**config.mk**
```make
export PLATFORM = sky130hd
export DESIGN_NAME = telem_stats
export DESIGN_NICKNAME = d
export VERILOG_FILES = /design/src/rtl/telem_stats.sv
export SDC_FILE = /design/constraint.sdc
export NUM_CORES = 1
export LEC_CHECK = 0
export CAP_MARGIN = 20
export CELL_PAD_IN_SITES_DETAIL_PLACEMENT = 0
export CELL_PAD_IN_SITES_GLOBAL_PLACEMENT = 1
export CORE_MARGIN = 8
export CORE_UTILIZATION = 50
export CTS_BUF_LIST = sky130_fd_sc_hd__clkbuf_2
export CTS_CLUSTER_SIZE = 16
export DETAILED_ROUTE_END_ITERATION = 16
export GPL_TIMING_DRIVEN = 0
export PLACE_DENSITY_LB_ADDON = 0.1
export SETUP_SLACK_MARGIN = 0.05
export SLEW_MARGIN = 20
export SYNTH_ARGS = -nofsm -noshare
export SYNTH_HDL_FRONTEND = slang
export SYNTH_SLANG_ARGS = --single-unit
export TNS_END_PERCENT = 50
```
**constraint.sdc**
```tcl
create_clock -name clk -period 15.5 [get_ports clk]
set_input_delay 2.325 -clock clk [delete_from_list [all_inputs] [get_ports clk]]
set_output_delay 2.325 -clock clk [all_outputs]
set_load 0.01 [all_outputs]
```
**src/rtl/telem_stats.sv**
```systemverilog
module telem_stats #(
  parameter int DW = 10,
  parameter int EW = 32,
  parameter int LW = 3
) (
  input  logic            clk,
  input  logic            rst_n,
  input  logic            smp_valid,
  input  logic [1:0]      smp_tag,
  input  logic [DW-1:0]   smp_data,
  input  logic            cfg_we,
  input  logic [LW-1:0]   cfg_avg_log,
  output logic [DW-1:0]   vin_avg,
  output logic [DW-1:0]   vin_pk,
  output logic [DW-1:0]   vin_min,
  output logic [DW-1:0]   vout_avg,
  output logic [DW-1:0]   vout_min,
  output logic [DW-1:0]   iin_avg,
  output logic [DW-1:0]   iin_pk,
  output logic [DW-1:0]   tmp_avg,
  output logic [DW-1:0]   tmp_pk,
  output logic [2*DW-1:0] pwr_now,
  output logic [2*DW-1:0] pwr_avg,
  output logic [2*DW-1:0] pwr_pk,
  output logic [EW-1:0]   energy
);
  localparam int PW   = 2 * DW;
  localparam int CNTW = 1 << LW;
  localparam int AW   = PW + CNTW - 1;
  localparam int NL   = 5;

  logic [LW-1:0]   avg_log;
  logic [DW-1:0]   last_v, last_i;
  logic            take;
  logic [DW-1:0]   v_op, i_op;
  logic [PW-1:0]   pwr_next;
  logic [EW:0]     e_sum;
  logic [CNTW-1:0] nblk;
  logic [NL-1:0]   hit;
  logic [NL-1:0][PW-1:0] lval;

  assign take     = smp_valid && !cfg_we;
  assign v_op     = (smp_tag == 2'd0) ? smp_data : last_v;
  assign i_op     = (smp_tag == 2'd2) ? smp_data : last_i;
  assign pwr_next = v_op * i_op;
  assign e_sum    = {1'b0, energy} + {{(EW + 1 - PW){1'b0}}, pwr_next};
  assign nblk     = CNTW'(1) << avg_log;

  assign hit[0] = take && smp_tag == 2'd0;
  assign hit[1] = take && smp_tag == 2'd1;
  assign hit[2] = take && smp_tag == 2'd2;
  assign hit[3] = take && smp_tag == 2'd3;
  assign hit[4] = hit[0] || hit[2];
  assign lval[0] = {{(PW - DW){1'b0}}, smp_data};
  assign lval[1] = lval[0];
  assign lval[2] = lval[0];
  assign lval[3] = lval[0];
  assign lval[4] = pwr_next;

  for (genvar l = 0; l < NL; l++) begin : lane
    logic [AW-1:0]   acc;
    logic [AW-1:0]   sum;
    logic [AW-1:0]   shifted;
    logic [CNTW-1:0] cnt;
    logic [PW-1:0]   avg_q;

    assign sum     = acc + {{(AW - PW){1'b0}}, lval[l]};
    assign shifted = sum >> avg_log;

    always_ff @(posedge clk) begin
      if (!rst_n || cfg_we) begin
        acc   <= '0;
        cnt   <= '0;
        avg_q <= '0;
      end else if (hit[l]) begin
        if (cnt == nblk - 1'b1) begin
          avg_q <= shifted[PW-1:0];
          acc   <= '0;
          cnt   <= '0;
        end else begin
          acc <= sum;
          cnt <= cnt + 1'b1;
        end
      end
    end
  end

  assign vin_avg  = lane[0].avg_q[DW-1:0];
  assign vout_avg = lane[1].avg_q[DW-1:0];
  assign iin_avg  = lane[2].avg_q[DW-1:0];
  assign tmp_avg  = lane[3].avg_q[DW-1:0];
  assign pwr_avg  = lane[4].avg_q;

  always_ff @(posedge clk) begin
    if (!rst_n) begin
      avg_log <= '0;
      last_v  <= '0;
      last_i  <= '0;
      pwr_now <= '0;
      energy  <= '0;
    end else if (cfg_we) begin
      avg_log <= cfg_avg_log;
    end else if (hit[4]) begin
      last_v  <= v_op;
      last_i  <= i_op;
      pwr_now <= pwr_next;
      energy  <= e_sum[EW] ? '1 : e_sum[EW-1:0];
    end
  end

  always_ff @(posedge clk) begin
    if (!rst_n || cfg_we) begin
      vin_pk   <= '0;
      iin_pk   <= '0;
      tmp_pk   <= '0;
      pwr_pk   <= '0;
      vin_min  <= '1;
      vout_min <= '1;
    end else begin
      if (hit[0] && smp_data > vin_pk)   vin_pk   <= smp_data;
      if (hit[0] && smp_data < vin_min)  vin_min  <= smp_data;
      if (hit[1] && smp_data < vout_min) vout_min <= smp_data;
      if (hit[2] && smp_data > iin_pk)   iin_pk   <= smp_data;
      if (hit[3] && smp_data > tmp_pk)   tmp_pk   <= smp_data;
      if (hit[4] && pwr_next > pwr_pk)   pwr_pk   <= pwr_next;
    end
  end
endmodule

```
==> results by stage, run 1 <==
Worst setup path:
- Counting cells, the worst reg-to-reg path comes to 29.
- In this run the worst setup path begins at smp_data[1].
- The endpoint of the worst-slack reg-to-reg timing path is pwr_avg[17]$_SDFFE_PP0P_.
- The most repeated library cell on the critical path is sky130_fd_sc_hd__inv_1.
- The sort of element at the start of the critical path is an input port.
- Across all register-to-register paths, the minimum setup slack is roughly 6000 ps.
- The origin of the critical flop-to-flop path is last_v[1]$_SDFFE_PN0P_.
- The arrival time of data at the critical path endpoint is between 10000 and 15000 ps.
- The type of the worst setup path is input port to flip-flop.
- On the worst path, the slowest cell contributes a delay of approximately 1200 ps.
- The master of the slowest instance on the critical path is sky130_fd_sc_hd__clkdlybuf4s50_1.
- The critical path endpoint category is a flip-flop.
- The data required time of the critical path is 16560 ps.
- The maximum net fanout on the critical path is 15.

Synth:
- Sorting the synthesized cells by area gives the leading types as sky130_fd_sc_hd__dfxtp_1 (27%), sky130_fd_sc_hd__ha_1 (10%), sky130_fd_sc_hd__fa_1 (5.3%).
- The most common cell in the netlist is sky130_fd_sc_hd__nor2_1.
- The count of state elements after synthesis is 340.
- Counting every net in the synthesized netlist gives between 3000 and 4000.
- The library cell with the largest summed area after synthesis is sky130_fd_sc_hd__dfxtp_1.
- The post-synthesis cell count is between 3000 and 4000.
- Counting flops with a built-in enable in the synthesized netlist gives 0.
- Synthesis instantiated 86 different standard cells from the library.
- The mapped netlist covers 25600 um2.
- The share of synthesized area in the top cell type comes to 0.266.
- A synthesized cell averages between 8 and 9 um2.
- By count the netlist is led by sky130_fd_sc_hd__nor2_1 (345), sky130_fd_sc_hd__dfxtp_1 (340), sky130_fd_sc_hd__nand2_1 (300).
- The warning count from the yosys run is 0.
- Of the synthesized area, sequential elements account for 0.266.
- After synthesis, the share of flip-flops with an asynchronous set or reset is 0.
- Among all flip-flop cells after synthesis, the most frequent one is sky130_fd_sc_hd__dfxtp_1.

STA:
- Timing would allow up to a little over 0.08 GHz.
- Setup total negative slack on the finished layout was measured at 0 ps.
- The final period demand of the worst path is approximately 12000 ps.
- The final count of pins violating max slew was 0.
- In this run the tightest slew margin relative to its limit is 0.149.
- The slew at the pin closest to its max-slew limit is 1270 ps.
- Setup repair after global routing left no endpoint under its margin.
- Setup violations remaining at the end of the flow were counted as 0.
- Dividing the final minimum period by the clock period gives 0.800.
- The number of hold violations in the final report is 0.
- The worst-case clock skew is about 110 ps.

Clocking:
- TritonCTS built the clock tree.
- After clock tree synthesis, the clock-pin slew on the worst setup and hold paths is about 100 ps.
- The post-cts gate resize count is 0.
- The H-tree level count is 3.
- At the later pin of the worst-skew pair, clock insertion delay measures roughly 1200 ps.
- Hold repair after CTS inserted 0 buffers.
- The clock net in this run drives a total of 340 sinks.
- The TritonCTS buffer count is 98.
- The number of setup buffers added after CTS is 0.
- The CTS root buffer is sky130_fd_sc_hd__clkbuf_2.
- In this run the deepest clock path goes through 3 buffers.

Floorplanning:
- The site row count is 83.
- The vertical die dimension is between 200 and 250 um.
- The die outline area is about 60000 um2.
- The core area is ~50000 um2.
- The initial utilization of the core area, before any placement, comes to 0.502.
- The overall die width is roughly 240 um.
- In this run the count of I/O pins placed on the die edge is roughly 200.

Global routing:
- The number of antenna violations at the first check in global routing was 2.
- The number of global-route vias before repair is 25200.
- The sum of overflow across all layers after global routing is 0.
- The first global-routing pass estimated about 150000 um of wire.
- The global-route usage over all layers is 0.322.
- Entering global routing, the biggest net connects 16 pins.

Power:
- The maximum vdd ir drop is about 0.045 mV.
- The analysis attributes to cell leakage a power of between 0.01 and 0.015 uW.
- The total power divided by cell area is 74.8 nW/um2.

Layout:
- The number of nets at the end of the flow is between 3000 and 4000.
- The area added between synthesis and finish is 14.6%.
- Measured on the finished design, the core utilization comes to 0.576.
- After filler insertion, the fill cell instance count of the layout stands at 4886.
- Of the cells placed in the final design, the portion with a size suffix greater than 1 is 0.0775.

Route:
- The wire length per cell after detailed routing is between 20 and 25 um.
- Using the TritonRoute via totals, the vias-per-cell ratio works out to ~6.
- Before antenna repair, the detailed router went through 6 iterations.
- The final wirelength is about 100000 um.
- In this run the remaining antenna-violating nets after routing total 0.
- In the routed design, unresolved DRC markers number 0.
- The number of DRC violations after detailed-routing iteration 0 is 2304.
- Summing over every cut layer, the via total after detailed routing is between 20000 and 30000.

Job:
- The total of max-cap violations is 0.

Min path:
- The worst hold path terminates at lane[3].acc[2]$_SDFFE_PP0P_.
- The count of cells along the worst hold path is 2.
- In this run the most critical hold path is launched from lane[3].acc[2]$_SDFFE_PP0P_.
- The tightest min-delay check is of the flip-flop to flip-flop type.

Placement:
- In this run the tool buffered the top-level ports with approximately 200 buffer cells.
- The final weighted congestion in routability-driven placement is 0.989.
- Summed over all nets, the half-perimeter wirelength after detailed placement is around 73000 um.

Run status:
- The flow ran to the end, and the final reports show no timing, DRC or antenna violations.
==> metal layers <==
metal | global-route usage | up-vias | part of all wire
met4 | 0.152 | 0 | 0.044
met3 | 0.0693 | 259 | 0.081
met5 | 0 | - | 0
met2 | 0.522 | 1176 | 0.46
met1 | 0.405 | 12500 | 0.42
li1 | - | 11900 | -
==> report_power, final <==
group | switching, uW | internal (uW) | total (uW) | leakage, uW
Sequential | 9.87 | 885 | 895 | 0.00275
Clock | 435 | 248 | 683 | 0.000664
Combinational | 404 | 208 | 612 | 0.00866
Total | 849 | 1340 | 2190 | 0.0121
==> per-stage QoR <==
step | setup WS [ps] | cell area, um2 | total power, uW | instances | hold WS [ps]
5_1_grt | 2770 | 29300 | 2300 | 4190 | 479
2_1_floorplan | 4300 | 25600 | 1300 | 3130 | 436
3_5_place_dp | 2090 | 28400 | 1510 | 4011 | 447
6_report | 3090 | 29300 | 2190 | 4191 | 459
3_3_place_gp | 798 | 28400 | 1500 | 4007 | 443
4_1_cts | 3280 | 29300 | 2190 | 4189 | 459
==> registers in the layout, summed over array words and instances (netlist names), 20 cells and up <==
register / cells
lane.acc: 95
lane.avg_q: 40
lane.cnt: 40
energy: 32
pwr_avg: 20
pwr_now: 20
pwr_pk: 20
==> critical path: cells and delay by family <==
family,cells,cell delay [ps]
mux,2,820
compound gates,11,3690
buf+inv,8,2350
xor+xnor,2,860
simple gates,1,160
fa+ha+maj,7,3240
==> worst max-delay path by stage <==
stage                               end  slack, ps  cells past startpoint
2_1_floorplan  pwr_avg[17]$_SDFFE_PP0P_       4300                     31
3_3_place_gp   pwr_avg[17]$_SDFFE_PP0P_        800                     30
3_5_place_dp   pwr_avg[17]$_SDFFE_PP0P_       2090                     31
4_1_cts        pwr_avg[17]$_SDFFE_PP0P_       3280                     31
5_1_grt        pwr_avg[17]$_SDFFE_PP0P_       2770                     31
6_report       pwr_avg[17]$_SDFFE_PP0P_       3090                     31
==> placed cells by master (no fill, tap or decap), drive strengths merged, types with 11 or more instances in the layout <==
cell and count:
nor2 348, dfxtp 340, nand2 300, clkbuf 282, a21oi 246, ha 212, clkdlybuf4s50 197, inv 176
o21ai 125, mux2i 101, xnor2 91, nand3 89, nor3 83, a211oi 81, xor2 75, fa 68
o211ai 64, a21o 50, buf 44, o21a 37, a31oi 34, clkinv 33, and3 32, nand4 29
mux4 29, a22oi 27, nand2b 26, or2 23, mux2 20, nor2b 19, and2 18, or3 17
and4 15, o21bai 14, o31ai 12, nor4 12, o221ai 11
==> logic make-up (layout without fill, tap and decap cells) <==
family,after synthesis,after routing,synth area share
xor gates and xnor gates,166,166,0.0576
buffers and inverters,354,733,0.0529
AOI/OAI and AO/OA,806,806,0.207
DFF,340,340,0.266
adders and majority gates,280,280,0.157
muxes,150,150,0.0739
other,0,2,0
and+or+nand+nor,1034,1034,0.186
==> final cells by class <==
class / instances / area (um2) / area share
sequential: 340 / 6810 / 0.232
multi-input combinational: 2436 / 17400 / 0.595
clock inverter: 35 / 143 / 0.00487
tap: 680 / 851 / 0.0290
timing repair buffer: 201 / 2000 / 0.0682
buffer: 179 / 694 / 0.0237
clock buffer: 143 / 716 / 0.0244
inverter: 175 / 657 / 0.0224
antenna: 2 / 5.00 / 0.000171
Note: power is estimated with default switching activity, not from simulation.
==> run 2, diff against run 1 <==
--- a/config.mk
+++ b/config.mk
@@ -9,7 +9,7 @@
 export CELL_PAD_IN_SITES_DETAIL_PLACEMENT = 0
 export CELL_PAD_IN_SITES_GLOBAL_PLACEMENT = 1
 export CORE_MARGIN = 8
-export CORE_UTILIZATION = 50
+export CORE_UTILIZATION = 42
 export CTS_BUF_LIST = sky130_fd_sc_hd__clkbuf_2
 export CTS_CLUSTER_SIZE = 16
 export DETAILED_ROUTE_END_ITERATION = 16
==> constraint.sdc (replaced) <==
create_clock -name clk -period 9.9 [get_ports clk]
set_input_delay 1.485 -clock clk [delete_from_list [all_inputs] [get_ports clk]]
set_output_delay 1.485 -clock clk [all_outputs]
set_load 0.01 [all_outputs]
==> results by stage, run 2 (synthesis gave the netlist of run 1 again) <==
Run status:
- The flow ran to the end, and the final reports show no timing, DRC or antenna violations.

Worst setup path:
- STA classifies the critical path startpoint as an input port.
- By startpoint and endpoint, the worst setup path is classified as input port to flip-flop.
- In this design, the critical path's most frequently occurring cell is sky130_fd_sc_hd__inv_1.
- The data required time of the critical path was 10910 ps (-5650 ps).
- The arrival time of data at the critical path endpoint came to 10510 ps (-2960 ps).
- The master of the slowest instance on the critical path is sky130_fd_sc_hd__clkdlybuf4s15_2.
- The peak per-stage delay on the critical path was 570 ps (-670 ps).
- The maximum net fanout on the critical path is 15 (unchanged).
- The critical path endpoint category is a flip-flop.

Route:
- The count of nets left with antenna violations after detail routing is 0 (unchanged).
- The number of vias in the routed layout is 25400 (-1.3%).
- The detail-routed via count per cell is 5.93 (-3.5%).
- The number of DRC violations after detailed-routing iteration 0 is 1967 (-15%).
- The final wirelength is 101000 um (+3.5%).
- The wire length per cell after detailed routing is 23.6 um (+1.2%).
- The number of remaining DRC errors is 0 (unchanged).
- The detailed-routing iteration count for the pre-antenna-repair pass is 8 (+2).

STA:
- The tightest slew margin relative to the limit is 0.254 (+0.105).
- The number of setup violations in the final report came to 0 (unchanged).
- The final period demand of the worst path is roughly 9500 ps.
- The number of hold violations in the final report is 0 (unchanged).
- The worst-case clock skew was 126 ps (+10.7 ps).
- The final count of pins violating max slew came to 0 (unchanged).
- Dividing the final minimum period by the clock period gives 0.960.
- Derived from the worst setup path, the maximum achievable clock frequency is about 0.11 GHz.
- The worst setup slack after layout is 399 ps (-2700 ps).
- The slew at the pin closest to its max-slew limit is 1120 ps (-151 ps).
- Setup repair after global routing left no endpoint under its margin.

Layout:
- The top register by number of flip-flops is lane.acc.
- The fill cell total of the finished layout is 5964 (+22%).
- The library cell used most frequently in the layout, excluding fill and tap cells, is sky130_fd_sc_hd__nor2_1.
- The number of flip-flops under the largest register name is 95 (unchanged).
- In the final layout, the registers with the most flip-flops are lane.acc (95), lane.avg_q (40), lane.cnt (40).
- The share of post-route cells with drive strength above 1 came to 0.0894 (+0.0119).
- The area added between synthesis and finish is 15.7%.
- The number of nets at the end of the flow came to 3732 (+0.054%).
- In the layout the commonest cells are sky130_fd_sc_hd__nor2_1 (343), sky130_fd_sc_hd__dfxtp_1 (340), sky130_fd_sc_hd__nand2_1 (300), sky130_fd_sc_hd__a21oi_1 (244), sky130_fd_sc_hd__ha_1 (212).

Floorplanning:
- The overall die width is 263 um (+8.5%).
- The initial cell density of the core is 0.424 (-0.0780).
- The die outline area was 69000 um2 (+18%).
- The vertical die dimension was 263 um (+8.5%).
- The site row count is 90 (+8.4%).
- The I/O pin count is 201 (unchanged).
- The core area was 60200 um2 (+18%).

Clocking:
- The TritonCTS sink count is 340 (unchanged).
- The CTS root buffer is sky130_fd_sc_hd__clkbuf_2.
- The post-CTS clock slew at the launch and capture registers of the worst setup and hold paths was 80 ps (-20 ps).
- The later-pin clock latency in the skew report is 1170 ps (about the same).
- The quantity of hold-fixing buffers added after cts is 0 (unchanged).
- The TritonCTS buffer count was 99 (+1.0%).
- The CTS tree is built.
- The H-tree level count is 3 (unchanged).
- The number of buffers on the longest clock path was 3 (unchanged).

Job:
- The total of max-cap violations was 0 (unchanged).

Power:
- The leakage power summed over all cells is 0.0122 uW (+0.72%).
- The total power divided by cell area was 117 nW/um2 (+57%).
- The maximum vdd ir drop is 0.0703 mV (+56%).
- The total design power is 3470 uW (+58%).

Placement:
- The half-perimeter wire length of the detailed placement result is 76100 um (+4.6%).
- The setup slack at placement is -2610 ps (-4690 ps).
- The quantity of I/O buffers inserted on ports is 197 (unchanged).
- The final weighted congestion in routability-driven placement was 0.945 (-4.5%).

Global routing:
- The first-pass GRT wire length is 153000 um (+2.3%).
- The sum of overflow across all layers after global routing is 0 (unchanged).
- The global-route usage over all layers is 0.282 (-0.0398).
- The number of antenna violations at the first check in global routing is 1 (-1).
- The number of global-route vias before repair came to 25200 (+0.052%).
- The maximum number of pins on one net before global-route repair is 16 (unchanged).

Min path:
- The path category of the worst min-delay check is flip-flop to flip-flop.
[run 2: stage by stage]
step	cells	TNS (ps)	util	area (um2)	hold slack, ps
after CTS	4282	0	0.490	29500	460
final	4287	0	0.491	29600	459
after detailed placement	4112	-147920	0.474	28600	448
after global routing	4286	0	0.491	29600	475
after global placement	4109	-171930	0.473	28500	441
after floorplan	3130	0	-	25600	436
[run 2: worst paths after layout]
check	start	endpoint	slack, ps	cells after the start
setup / recovery	smp_data[1]	pwr_avg[17]$_SDFFE_PP0P_	400	33
hold / removal	lane[2].acc[4]$_SDFFE_PP0P_	lane[2].acc[4]$_SDFFE_PP0P_	460	2
setup reg to reg	last_v[3]$_SDFFE_PN0P_	pwr_avg[17]$_SDFFE_PP0P_	1310	31
hold reg to reg	lane[2].acc[4]$_SDFFE_PP0P_	lane[2].acc[4]$_SDFFE_PP0P_	460	2
[run 2: layout make-up]
cell class,instances,area (um2),share of cell area
Antenna cell,3,7.51,0.000254
Buffer,175,702,0.0237
Clock buffer,142,711,0.0240
Clock inverter,28,156,0.00529
Inverter,175,657,0.0222
Multi-Input combinational cell,2436,17500,0.593
Sequential cell,340,6810,0.230
Tap cell,782,978,0.0331
Timing Repair Buffer,206,2020,0.0684
[run 2: worst max-delay path, delay by kind of cell]
| family | cells | cell delay (ps) |
|---|---|---|
| adders and majority gates | 7 | 3030 |
| muxes | 2 | 800 |
| and+or+nand+nor | 4 | 840 |
| xor gates and xnor gates | 1 | 170 |
| AOI/OAI and AO/OA | 11 | 2610 |
| buffers and inverters | 8 | 1560 |
[run 2: layer usage]
metal	vias to the layer above	global-route usage	routed length (um)
met2	1013	0.477	47500
met5	-	0	0
met4	0	0.118	4050
met3	249	0.0520	6960
met1	12300	0.350	42600
li1	11800	-	-
[run 2: report_power, final]
part           switching [uW]  leakage, uW  internal, uW
sequential               15.2      0.00275          1390
combinational             635      0.00875           330
clock                     689     0.000659           414
[run 2: repair_timing]
item	4_1_cts	5_1_grt
buffers inserted	0	6
hold endpoints to repair	0	0
setup endpoints to repair	77	46
resized for setup	36	35
pin swaps	1	3
==> run 3, diff against run 2 <==
--- a/config.mk
+++ b/config.mk
@@ -14,7 +14,7 @@
 export CTS_CLUSTER_SIZE = 16
 export DETAILED_ROUTE_END_ITERATION = 16
 export GPL_TIMING_DRIVEN = 0
-export PLACE_DENSITY_LB_ADDON = 0.1
+export PLACE_DENSITY = 0.78
 export SETUP_SLACK_MARGIN = 0.05
 export SLEW_MARGIN = 20
 export SYNTH_ARGS = -nofsm -noshare
==> results by stage, run 3 (synthesis gave the netlist of run 1 again) <==
Layout:
- The area added between synthesis and finish is 16.0%.
- The number of flip-flops under the largest register name came to 95 (unchanged).
- The top register by number of flip-flops is lane.acc.
- The number of nets at the end of the flow was 3733 (+0.027%).
- The leading cell type in the layout, fill and taps excluded is sky130_fd_sc_hd__nor2_1.
- The summed area of non-filler cells in the final layout is 29700 um2 (+0.25%).
- The fill cell total of the finished layout is 5928 (-0.60%).
- The largest registers in the layout are lane.acc (95), lane.avg_q (40), lane.cnt (40).
- The share of post-route cells with drive strength above 1 is 0.0917 (+0.00233).
- The library cells used most frequently in the layout, excluding fill and tap cells, are sky130_fd_sc_hd__nor2_1 (343), sky130_fd_sc_hd__dfxtp_1 (340), sky130_fd_sc_hd__nand2_1 (300), sky130_fd_sc_hd__a21oi_1 (245), sky130_fd_sc_hd__ha_1 (212).

Power:
- The maximum vdd ir drop is 0.0853 mV (+21%).
- The switching power summed over all nets is 1330 uW (-0.44%).
- The fraction of power consumed by sequential logic is 0.399 (-0.005).
- The fraction of power spent switching nets is 0.380 (-0.00623).
- The internal power is 2180 uW (+2.2%).
- The total design power is 3510 uW (+1.2%).
- The clock group share of total power is 0.324 (+0.006).
- The leakage power summed over all cells is 0.0122 uW (+0.48%).
- The total power divided by cell area is 118 nW/um2 (+0.94%).
- The power share of the combinational group came to 0.277 (about the same).

Floorplanning:
- The I/O pin count is 201 (unchanged).
- The die outline area came to 69000 um2 (unchanged).
- The overall die width is 263 um (unchanged).
- The vertical die dimension is 263 um (unchanged).
- The site row count is 90 (unchanged).
- The core area came to 60200 um2 (unchanged).
- The initial cell density of the core is 0.424 (unchanged).

Clocking:
- The H-tree level count is 3 (unchanged).
- The post-CTS clock slew at the launch and capture registers of the worst setup and hold paths came to 90 ps (about the same).
- The number of buffers on the longest clock path came to 3 (unchanged).
- The quantity of hold-fixing buffers added after cts was 0 (unchanged).
- The TritonCTS sink count is 340 (unchanged).
- The later-pin clock latency in the skew report is 1150 ps (-20 ps).
- The TritonCTS buffer count came to 98 (-1.0%).
- The CTS root buffer is sky130_fd_sc_hd__clkbuf_2.
- TritonCTS built the clock tree.

Min path:
- The min-delay analysis places its worst path in the category flip-flop to flip-flop.
- The count of cells along the worst hold path was 2 (unchanged).
- The startpoint of the lowest-slack hold path is pwr_now[7]$_SDFFE_PN0P_.
- The hold path endpoint is pwr_now[7]$_SDFFE_PN0P_.

STA:
- The number of setup violations in the final report is 0 (unchanged).
- The number of hold violations in the final report is 0 (unchanged).
- The slew at the pin closest to its max-slew limit is 1260 ps (+137 ps).
- The final period demand of the worst path came to 9570 ps (+70.9 ps).
- The maximum clock frequency came to 0.104 GHz (-0.74%).
- The final critical-path share of the clock period is 0.967 (+0.00716).
- Setup repair after global routing left no endpoint under its margin.
- The worst-case hold slack is 460 ps (+0.749 ps).
- The final count of pins violating max slew is 0 (unchanged).
- The tightest slew margin relative to the limit is 0.160 (-0.0935).
- The worst-case clock skew was 88.6 ps (-36.9 ps).

Worst setup path:
- The critical path starts at smp_tag[0].
- The category of cells accounting for the largest share of critical-path delay is adder cells.
- The arrival time of data at the critical path endpoint is 10530 ps (+20 ps).
- The worst setup path is launched from an input port.
- The origin of the critical flop-to-flop path is last_v[2]$_SDFFE_PN0P_.
- The master of the slowest instance on the critical path is sky130_fd_sc_hd__a2111oi_1.
- The peak per-stage delay on the critical path is 1150 ps (+580 ps).
- The buffer and inverter count on the worst path is 7 (-1).
- The type of the worst setup path is input port to flip-flop.
- The number of cells traversed by the worst register-to-register path is 27 (-13%).
- Counting stages on the worst path, the most repeated cell is sky130_fd_sc_hd__fa_1.
- STA classifies the critical path endpoint as a flip-flop.
- The data required time of the critical path came to 10860 ps (-50 ps).
- The register-to-register setup slack is 1260 ps (-50 ps).
- The endpoint identified for the worst register-to-register timing path is energy[29]$_SDFFE_PN0P_.
- The maximum net fanout on the critical path came to 10 (-5).

Placement:
- The total placed instance area is 28600 um2 (about the same).
- The half-perimeter wire length of the detailed placement result came to 76100 um (about the same).
- The quantity of I/O buffers inserted on ports is 197 (unchanged).
- The final weighted congestion in routability-driven placement is 0.981 (+3.8%).

Global routing:
- The sum of overflow across all layers after global routing is 0 (unchanged).
- The maximum number of pins on one net before global-route repair is 16 (unchanged).
- The number of global-route vias before repair is 25100 (-0.38%).
- The global-route usage over all layers is 0.284 (+0.00151).
- The first-pass GRT wire length is 153000 um (+0.35%).
- The number of antenna violations at the first check in global routing is 5 (+4).

Route:
- The count of nets left with antenna violations after detail routing was 0 (unchanged).
- The detailed-routing iteration count for the pre-antenna-repair pass is 6 (-2).
- The number of remaining DRC errors is 0 (unchanged).
- The detail-routed via count per cell is 5.95 (+0.30%).
- The final wirelength is 101000 um (+0.17%).
- The wire length per cell after detailed routing is 23.6 um (about the same).
- The number of DRC violations after detailed-routing iteration 0 is 1875 (-4.7%).
- The number of vias in the routed layout came to 25600 (+0.53%).

Job:
- The total of max-cap violations is 0 (unchanged).

Run status:
- The run finished with clean final reports.
run 3: cell types whose count changed in the layout (fill, tap and decap cells not counted), sizes merged:
cell           change
clkbuf             +7
buf                +3
inv                -2
clkinv             -1
diode              +1
bufinv             +1
clkdlybuf4s15      +1
run 3: stage by stage:
step                setup WS, ps  instances   util  TNS [ps]
floorplan                   62.4       3130      -         0
global placement           -3100       4109  0.473   -201910
detailed placement         -2090       4111  0.474   -111100
CTS                         40.6       4290  0.491         0
global route                86.8       4296  0.492         0
finish                       328       4297  0.492         0
run 3: cell type report:
cell class	count	area [um2]	area share
well taps	782	978	0.0330
flip-flops and latches	340	6810	0.229
inverters	175	661	0.0223
clock inverters	26	156	0.00527
diodes	4	10.0	0.000337
clock buffers	151	756	0.0255
multi-input cells	2436	17500	0.591
repair buffers	208	2060	0.0695
plain buffers	175	697	0.0235
run 3: power groups by stage:
stage               registers, uW  logic, uW  clock network (uW)
finish                       1400        973                1140
global route                 1400       1050                1230
CTS                          1400        949                1160
detailed placement           1430        936                   0
global placement             1430        919                   0
floorplan                    1430        609                   0
run 3: per-layer routing:
metal | vias to the layer above | share of wire | global-route usage
li1 | 11900 | - | -
met3 | 299 | 0.074 | 0.0515
met1 | 12300 | 0.41 | 0.353
met2 | 1065 | 0.46 | 0.471
met5 | - | 0.00024 | 0
met4 | 4 | 0.051 | 0.135
run 3: repair_timing:
action | in CTS | in global routing
gates resized for setup | 36 | 28
gates cloned | 0 | 0
buffers inserted | 3 | 6
endpoints found under the setup margin | 54 | 47
pin swaps | 1 | 1
run 3: worst min-delay path, delay by kind of cell (launching register included):
kind | cells | cell delay [ps]
flip-flops | 1 | 320
AND/OR/NAND/NOR | 1 | 50
AO/OA/AOI/OAI | 1 | 50
run 3: worst max path at each step:
stage / end / cells after the start
4_1_cts: pwr_avg[17]$_SDFFE_PP0P_ / 31
5_1_grt: pwr_avg[17]$_SDFFE_PP0P_ / 31
3_3_place_gp: energy[27]$_SDFFE_PN0P_ / 29
2_1_floorplan: pwr_avg[17]$_SDFFE_PP0P_ / 32
3_5_place_dp: pwr_avg[17]$_SDFFE_PP0P_ / 29
6_report: energy[29]$_SDFFE_PN0P_ / 30
